==> src/rtl/h2s_pkg.sv <==
package h2s_pkg;

    localparam int HALF_EXP_W  = 5;
    localparam int HALF_FRAC_W = 10;
    localparam int SGL_EXP_W   = 8;
    localparam int SGL_FRAC_W  = 23;

    typedef enum logic [2:0] {
        CLS_ZERO,
        CLS_SUBNORM,
        CLS_NORMAL,
        CLS_INF,
        CLS_NAN
    } half_class_e;

endpackage

==> src/rtl/h2s_lzc.sv <==
module h2s_lzc #(
    parameter int W  = 10,
    localparam int CW = $clog2(W + 1)
) (
    input  logic [W-1:0]  vec,
    output logic [CW-1:0] cnt
);

    logic seen;

    // Count zeros from the top until the first set bit.
    always_comb begin
        cnt  = '0;
        seen = 1'b0;
        for (int i = W - 1; i >= 0; i--) begin
            if (!seen) begin
                if (vec[i]) begin
                    seen = 1'b1;
                end else begin
                    cnt = cnt + CW'(1);
                end
            end
        end
    end

endmodule

==> src/rtl/h2s_classify.sv <==
module h2s_classify
    import h2s_pkg::*;
#(
    parameter int HE = HALF_EXP_W,
    parameter int HF = HALF_FRAC_W,
    localparam int HW = 1 + HE + HF
) (
    input  logic [HW-1:0]  op,
    input  logic           alt_fmt,
    output half_class_e    cls,
    output logic           sgn,
    output logic [HE-1:0]  ex,
    output logic [HF-1:0]  fr
);

    logic ex_zero;
    logic ex_special;
    logic fr_nz;

    assign sgn = op[HW-1];
    assign ex  = op[HW-2:HF];
    assign fr  = op[HF-1:0];

    always_comb begin
        ex_zero    = (ex == '0);
        // All-ones exponent is special only in the standard reading.
        ex_special = (&ex) && !alt_fmt;
        fr_nz      = |fr;
        unique case ({ex_zero, ex_special})
            2'b10:   cls = fr_nz ? CLS_SUBNORM : CLS_ZERO;
            2'b01:   cls = fr_nz ? CLS_NAN     : CLS_INF;
            default: cls = CLS_NORMAL;
        endcase
    end

endmodule

==> src/rtl/h2s_pack.sv <==
module h2s_pack
    import h2s_pkg::*;
#(
    parameter int HE = HALF_EXP_W,
    parameter int HF = HALF_FRAC_W,
    parameter int SE = SGL_EXP_W,
    parameter int SF = SGL_FRAC_W,
    localparam int LZW      = $clog2(HF + 1),
    localparam int PAD      = SF - HF,
    localparam int BIAS_ADJ = ((2 ** (SE - 1)) - 1) - ((2 ** (HE - 1)) - 1),
    localparam int SW       = 1 + SE + SF
) (
    input  half_class_e    cls,
    input  logic           sgn,
    input  logic [HE-1:0]  ex,
    input  logic [HF-1:0]  fr,
    input  logic [LZW-1:0] lz,
    output logic [SW-1:0]  result,
    output logic           invalid
);

    logic [SE-1:0] res_exp;
    logic [SF-1:0] res_frac;
    logic [HF-1:0] sub_sh;

    always_comb begin
        res_exp  = '0;
        res_frac = '0;
        invalid  = 1'b0;
        // Pushing the leading one out of the field leaves the stored fraction.
        sub_sh   = fr << (lz + LZW'(1));
        unique case (cls)
            CLS_ZERO: begin
                res_exp  = '0;
                res_frac = '0;
            end
            CLS_SUBNORM: begin
                res_exp  = SE'(BIAS_ADJ) - SE'(lz);
                res_frac = {sub_sh, {PAD{1'b0}}};
            end
            CLS_NORMAL: begin
                res_exp  = SE'(ex) + SE'(BIAS_ADJ);
                res_frac = {fr, {PAD{1'b0}}};
            end
            CLS_INF: begin
                res_exp  = '1;
                res_frac = '0;
            end
            CLS_NAN: begin
                res_exp  = '1;
                res_frac = {1'b1, fr[HF-2:0], {PAD{1'b0}}};
                invalid  = ~fr[HF-1];
            end
            default: begin
                res_exp  = '0;
                res_frac = '0;
            end
        endcase
        result = {sgn, res_exp, res_frac};
    end

    // A quieted NaN always carries its quiet bit.
    always_comb begin
        if (cls == CLS_NAN) begin
            assert_nan_quiet_R5: assert (result[SF-1] && (&result[SW-2:SF]));
        end
        if (cls == CLS_SUBNORM) begin
            assert_subnorm_normal_R3: assert (result[SW-2:SF] != '0);
        end
    end

endmodule

==> src/rtl/h2s_convert.sv <==
module h2s_convert
    import h2s_pkg::*;
#(
    parameter int HE = HALF_EXP_W,
    parameter int HF = HALF_FRAC_W,
    parameter int SE = SGL_EXP_W,
    parameter int SF = SGL_FRAC_W,
    localparam int HW  = 1 + HE + HF,
    localparam int SW  = 1 + SE + SF,
    localparam int LZW = $clog2(HF + 1)
) (
    input  logic [HW-1:0] in_half,
    input  logic          alt_fmt,
    output logic [SW-1:0] out_single,
    output logic          invalid
);

    half_class_e    cls;
    logic           sgn;
    logic [HE-1:0]  ex;
    logic [HF-1:0]  fr;
    logic [LZW-1:0] lz;

    h2s_classify #(.HE(HE), .HF(HF)) u_classify (
        .op      (in_half),
        .alt_fmt (alt_fmt),
        .cls     (cls),
        .sgn     (sgn),
        .ex      (ex),
        .fr      (fr)
    );

    h2s_lzc #(.W(HF)) u_lzc (
        .vec (fr),
        .cnt (lz)
    );

    h2s_pack #(.HE(HE), .HF(HF), .SE(SE), .SF(SF)) u_pack (
        .cls     (cls),
        .sgn     (sgn),
        .ex      (ex),
        .fr      (fr),
        .lz      (lz),
        .result  (out_single),
        .invalid (invalid)
    );

    // Port-level relations between operand and result.
    always_comb begin
        assert_sign_copy_R9: assert (out_single[SW-1] == in_half[HW-1]);
        if (in_half[HW-2:0] == '0) begin
            assert_zero_out_R1: assert (out_single[SW-2:0] == '0);
        end
        if (out_single[SW-2:SF] == '0) begin
            assert_no_sub_out_R3: assert (out_single[SF-1:0] == '0);
        end
        if (invalid) begin
            assert_invalid_src_R6: assert (!alt_fmt && (&in_half[HW-2:HF]) && !in_half[HF-1]
                                           && (in_half[HF-1:0] != '0));
        end
        if (alt_fmt) begin
            assert_alt_finite_R7: assert (out_single[SW-2:SF] != '1);
            assert_alt_noinv_R8: assert (!invalid);
        end
        if ((&out_single[SW-2:SF]) && (out_single[SF-1:0] != '0)) begin
            assert_nan_quiet_out_R5: assert (out_single[SF-1]);
        end
    end

endmodule

==> config.mk <==
export PLATFORM = sky130hd
export DESIGN_NAME = h2s_convert
export DESIGN_NICKNAME = d
export VERILOG_FILES = /design/src/rtl/h2s_pkg.sv /design/src/rtl/h2s_lzc.sv /design/src/rtl/h2s_classify.sv /design/src/rtl/h2s_pack.sv /design/src/rtl/h2s_convert.sv
export SDC_FILE = /design/constraint.sdc
export NUM_CORES = 1
export LEC_CHECK = 0
export ABC_AREA = 1
export ABC_CLOCK_PERIOD_IN_PS = 14650
export BUFFER_PORTS_ARGS = -buffer_cell sky130_fd_sc_hd__buf_2
export CAP_MARGIN = 20
export CORE_MARGIN = 10
export CORE_UTILIZATION = 45
export DETAILED_ROUTE_END_ITERATION = 16
export PLACE_DENSITY = 0.76
export SLEW_MARGIN = 20
export SYNTH_ARGS = -nofsm -noshare
export SYNTH_HDL_FRONTEND = slang
export SYNTH_HIERARCHICAL = 1
export SYNTH_SLANG_ARGS = --single-unit
==> constraint.sdc <==
create_clock -name vclk -period 14.65
set_input_delay 1.465 -clock vclk [all_inputs]
set_output_delay 1.465 -clock vclk [all_outputs]
set_load 0.01 [all_outputs]
# [Word level (Yosys, flattened, before mapping)]
# Index checks and enable logic that the tools add are counted.
[classes] bitwise_logic=1 n_shift=1 n_eq_ne=6 n_reduce_logical=6 n_mux=42 addsub=12
[op_table] cell="$mux 4" n=18
[op_table] cell="$pmux 23 s3" n=1
[op_table] cell="$add 4x1->4 const B" n=9
[op_table] cell="$pmux 8 s3" n=1
[op_table] cell="$mux 1" n=20
[op_table] cell="$reduce_or 10->1" n=1
[op_table] cell="$shl 10x4->10" n=1
[op_table] cell="$add 5x7->8 const B" n=1
[op_table] cell="$sub 7x4->8 const A" n=1
[op_table] cell="$eq 3x2->1 const B" n=2
[op_table] cell="$pmux 3 s2" n=1
[op_table] cell="$logic_not 5->1" n=1
[op_table] cell="$reduce_and 5->1" n=1
[op_table] cell="$eq 3x1->1 const B" n=1
[op_table] cell="$eq 3x3->1 const B" n=1
[op_table] cell="$mux 3" n=1
[op_table] cell="$add 1x1->2 const B" n=1
[op_table] cell="$eq 2x1->1 const B" n=1
[op_table] cell="$eq 2x2->1 const B" n=1
[op_table] cell="$reduce_or 2->1" n=1
[op_table] cell="$logic_and 1x1->1" n=1
[op_table] cell="$logic_not 1->1" n=1
[op_table] cell="$not 1->1" n=1
[totals] in_bits=17 reg_bits=0 out_inout_bits=33

# [Depth between registers and ports, before layout]
[depth] ltp_word=31 mapped_depth=31 mapped_depth_nobuf=30

# [By module]
# Netlist, hierarchy kept.
[by_module_without_submodules] mod="h2s_pack" n_inst=1 seq_area_each_um2=0.0 area_per_inst_um2=869.6 cells_each=165
[by_module_without_submodules] mod="h2s_lzc" n_inst=1 seq_area_each_um2=0.0 area_per_inst_um2=580.6 cells_each=103
[by_module_without_submodules] mod="h2s_classify" n_inst=1 seq_area_each_um2=0.0 area_per_inst_um2=236.5 cells_each=45

# [Least setup slack after synthesis]
# OpenSTA, ideal clock, no wires.
[synth_path] path_type="input to output" startpoint="input in_half[7]" endpoint="output out_single[13]" stages=26 setup_slack_ps=7730 arrival_time_ps=5455 cell_sequence="buf_4 > a21oi_2 > ha_1 > inv_1 > o21ai_0 > nand2_1 > o21ai_2 > ha_1 > nand2_1 > nand3_1 > ha_1 > or2_2 > o211ai_1 > nand3_2 > ha_1 > nand2_1 > nand2_2 > ha_1 > mux2_2 > inv_1 > ha_1 > inv_1 > nand3_2 > nor3_2 > nand2_1 > o21ai_1"
[synth_between] elab_chain_len=26 elab_cells_between_ends=41
[synth_lines] item="from (decl)" line="h2s_convert.sv:12" text="input logic [HW-1:0] in_half,"
[synth_lines] item="$mux 4" line="h2s_lzc.sv:17" text="if (vec[i]) begin"
[synth_lines] item="$mux 4" line="h2s_lzc.sv:16" text="if (!seen) begin"
[synth_lines] item="$add 4x1->4" line="h2s_lzc.sv:20" text="cnt = cnt + CW'(1);"
[synth_lines] item="$mux 4" line="h2s_lzc.sv:17"
[synth_lines] item="$mux 4" line="h2s_lzc.sv:16"
[synth_lines] item="$add 4x1->4" line="h2s_lzc.sv:20"
[synth_lines] item="$mux 4" line="h2s_lzc.sv:17"
[synth_lines] item="$mux 4" line="h2s_lzc.sv:16"
[synth_lines] item="[11 not listed]"
[synth_lines] item="$mux 4" line="h2s_lzc.sv:16"
[synth_lines] item="$add 4x1->4" line="h2s_lzc.sv:20"
[synth_lines] item="$mux 4" line="h2s_lzc.sv:17"
[synth_lines] item="$mux 4 (*)" line="h2s_lzc.sv:16"
[synth_lines] item="via lz[1]" line="h2s_convert.sv:22" text="logic [LZW-1:0] lz;"
[synth_lines] item="$add 4x1->4 (*)" line="h2s_pack.sv:31" text="sub_sh = fr << (lz + LZW'(1));"
[synth_lines] item="$shl 10x4->10 (*)" line="h2s_pack.sv:31"
[synth_lines] item="$pmux 23 s3 (*)" line="h2s_pack.sv:32" text="unique case (cls)"
[synth_lines] item="to (decl)" line="h2s_convert.sv:14" text="output logic [SW-1:0] out_single,"
# The timed path passes the listed nets; every way through them passes the cells marked *.

# [Worst setup path in the final report]
[layout_path] startpoint="input in_half[8]" endpoint="output out_single[13]"
[layout_between] elab_chain_len=29 elab_cells_between_ends=45
[layout_lines] item="$mux 4" line="h2s_lzc.sv:17"
[layout_lines] item="$mux 4" line="h2s_lzc.sv:16"
[layout_lines] item="$add 4x1->4" line="h2s_lzc.sv:20"
[layout_lines] item="$mux 4" line="h2s_lzc.sv:17"
[layout_lines] item="$mux 4" line="h2s_lzc.sv:16"
[layout_lines] item="$add 4x1->4" line="h2s_lzc.sv:20"
[layout_lines] item="$mux 4" line="h2s_lzc.sv:17"
[layout_lines] item="$mux 4" line="h2s_lzc.sv:16"
[layout_lines] item="[14 not listed]"
[layout_lines] item="$mux 4" line="h2s_lzc.sv:16"
[layout_lines] item="$add 4x1->4" line="h2s_lzc.sv:20"
[layout_lines] item="$mux 4" line="h2s_lzc.sv:17"
[layout_lines] item="$mux 4 (*)" line="h2s_lzc.sv:16"
[layout_lines] item="via lz[1]" line="h2s_convert.sv:22"
[layout_lines] item="$add 4x1->4 (*)" line="h2s_pack.sv:31"
[layout_lines] item="$shl 10x4->10 (*)" line="h2s_pack.sv:31"
[layout_lines] item="$pmux 23 s3 (*)" line="h2s_pack.sv:32"
# Marks and branches as above.

==> impl_results.md <==
* Min-Delay Path Depth at 0
* Fmax at 132.0 MHz
* Synth area leaders: nand2_1, buf_4, nand3_1
* Final Slew Violations at 0
* Setup Crit Path Kind: in2out
* Nets at 352
* Seq/Total Area, Yosys at 0%
* Worst-path fanout max at 12
* Input/output buffers at 35
* Row Count at 22
* Avg Cell Area, Syn at 5.389 µm²
* Gpl congestion at 0.9053
* Area Overhead vs Synth at 0.9642%
* CP max stage delay at 0.36 ns
* Hold Path Class: in2out
* Synth Instances at 313
* Core area at 3633 µm²
* Commonest cells in the netlist: nand2_1, inv_1, buf_4, nand3_1, nor2_1
* Placed Area at 1699 µm²
* Drt drc at 0
* Synth warn at 6
* Vias in the first global route at 1678
* Setup bufs post-CTS at 0
* Fin area at 1703 µm²
* Mux share of post-synthesis cell area at 0.6677%
* FF+latch count at 0
* GRT Total Usage at 12.03%
* Largest family of logic cells by synthesized area: simple AND/OR/NAND/NOR gates
* Vias post-DR at 1831
* # IOs at 50
* CP max-delay cell: ha_1
* Layout cells sized above 1 at 24.62%
* Final hold vios at 0
* Final setup vio count at 0
* Synth Area in Simple Gates at 51.71%
* Adder-cell share of the synthesized area at 5.935%
* Hold endpoint: out_single[31]
* Largest net degree at the start of global routing at 18
* First-pass GRT wire length at 6927 µm
* Die H at 81.22 µm
* Total power at 0.04444 mW
* DIE WIDTH at 81.22 µm
* ANT cells at 0
* Clock buffer count at 0
* Worst Path Arrival at 6.11 ns
* DRT Wirelength at 4118 µm
* Avg WL per Cell at 11.04 µm
* Initial drt markers at 107
* RSZ-0062 raised after global routing: false
* CTS resizes at 0
* Seq. cell area at 0 µm²
* Core Util, Final at 46.87%
* DIE AREA at 6597 µm²
* Min Tclk post-route at 7.575 ns
* Leakage power at 0.9745 nW
* Multi-input logic area at 1261 µm²
* Yosys cell types at 38
* Post-Syn Area at 1687 µm²
* Worst Setup Start Kind: input port
* Dominant cell type by area after synthesis: nand2_1
* Hold wc startpoint: in_half[15]
* Initial core utilization at 46.42%
* Required time of the critical path at 13.19 ns
* GRT overflow at 0
* Worst-Margin Slew at 0.6707 ns
* Status: complete, no violations
* Most instantiated library cell after synthesis: nand2_1
* Maximum VDD drop at 0.009722 mV
* Top-area cell type share of the netlist area at 19.36%
* Drt first pass iters at 4
* Initial antenna violation count at 0
* XOR/XNOR share of the synthesized area at 0.5193%
* Setup crit start: in_half[8]
* PwrDens at 26.10 nW/µm²
* CP endpoint kind: output pin
* Setup TNS at 0 ns
* Worst relative slew slack at 55.28%
* Dpl hpwl at 3633 µm
* Final worst path period share at 51.70%
* Cts hold-fix bufs at 0
* Max cap viols at 0
* Worst path most repeated cell: ha_1
* Post-synthesis compound-gate area fraction at 12.83%
* Post-DRT Antenna Nets at 0
* Fill cell count at 426
* Via density at 4.909
==> power breakdown <==
part / switching, mW / total (mW) / internal [mW] / leakage [nW]
Clock: 0 / 0 / 0 / 0
Combinational: 0.0295 / 0.0444 / 0.0149 / 0.974
Sequential: 0 / 0 / 0 / 0
==> logic make-up after synthesis <==
logic type | after synthesis
AO/OA/AOI/OAI | 37
other | 1
XOR/XNOR | 1
multiplexers | 1
AND/OR/NAND/NOR | 177
buffers and inverters | 88
adder cells (fa/ha/maj) | 8
==> critical path: cells and delay by family <==
kind,cells,cell delay (ns)
AOI/OAI and AO/OA,5,0.49
adders and majority gates,6,1.82
buffers and inverters,6,0.79
muxes,1,0.31
and+or+nand+nor,10,1.21
==> cell type report <==
type | count | share of cell area, %
inverter | 53 | 12.12
multi-input combinational | 237 | 74.06
tap | 48 | 3.527
timing repair buffer | 35 | 10.29
==> placed cells by master (no fill, tap or decap) <==
cell type and n:
o21ai_1 10, o211ai_1 2, nand2_4 2, nor2_4 3
nor3_2 1, o21ai_0 8, mux2_2 1, o21ai_2 4
nand2_1 87, nand4_4 1, a21oi_1 7, ha_1 8
nor3_4 1, inv_2 9, nor2_1 24, nand2_2 6
nor3_1 1, nor2_8 1, nand3b_1 1, clkinv_1 1
conb_1 13, buf_2 35, a21oi_2 2, nor2_2 6
o22ai_1 1, nand4_1 6, nand3_2 4, a31oi_1 1
or2_2 1, o31ai_1 1, clkinv_4 1, nand3_1 32
clkinv_2 2, xor2_1 1, inv_1 40, o21bai_1 1
==> metal layers <==
layer,vias to the layer above,share of wire (%),wire length (µm),GRT usage [%]
met2,51,48,1966,23.17
met1,798,43,1774,13.98
met3,4,8.0,329,1.435
met5,-,0,0,0
met4,0,1.1,47,1.730
li1,978,-,-,-
==> stage by stage <==
stage          std cells  setup WS, ns  hold WS [ns]
3_3_place_gp         373         7.243         2.930
2_1_floorplan        325         7.730         3.104
6_report             373         7.075         2.930
4_1_cts              373         7.063         2.930
3_5_place_dp         373         7.070         2.930
5_1_grt              373         6.669         2.930
==> how the worst max path moves through the flow <==
| stage | to | slack, ns | cells past startpoint |
|---|---|---|---|
| 2_1_floorplan | out_single[13] | 7.73 | 26 |
| 3_3_place_gp | out_single[13] | 7.24 | 28 |
| 3_5_place_dp | out_single[13] | 7.07 | 28 |
| 4_1_cts | out_single[13] | 7.06 | 28 |
| 5_1_grt | out_single[13] | 6.67 | 28 |
| 6_report | out_single[13] | 7.08 | 28 |
(Power assumes the default switching activity.)
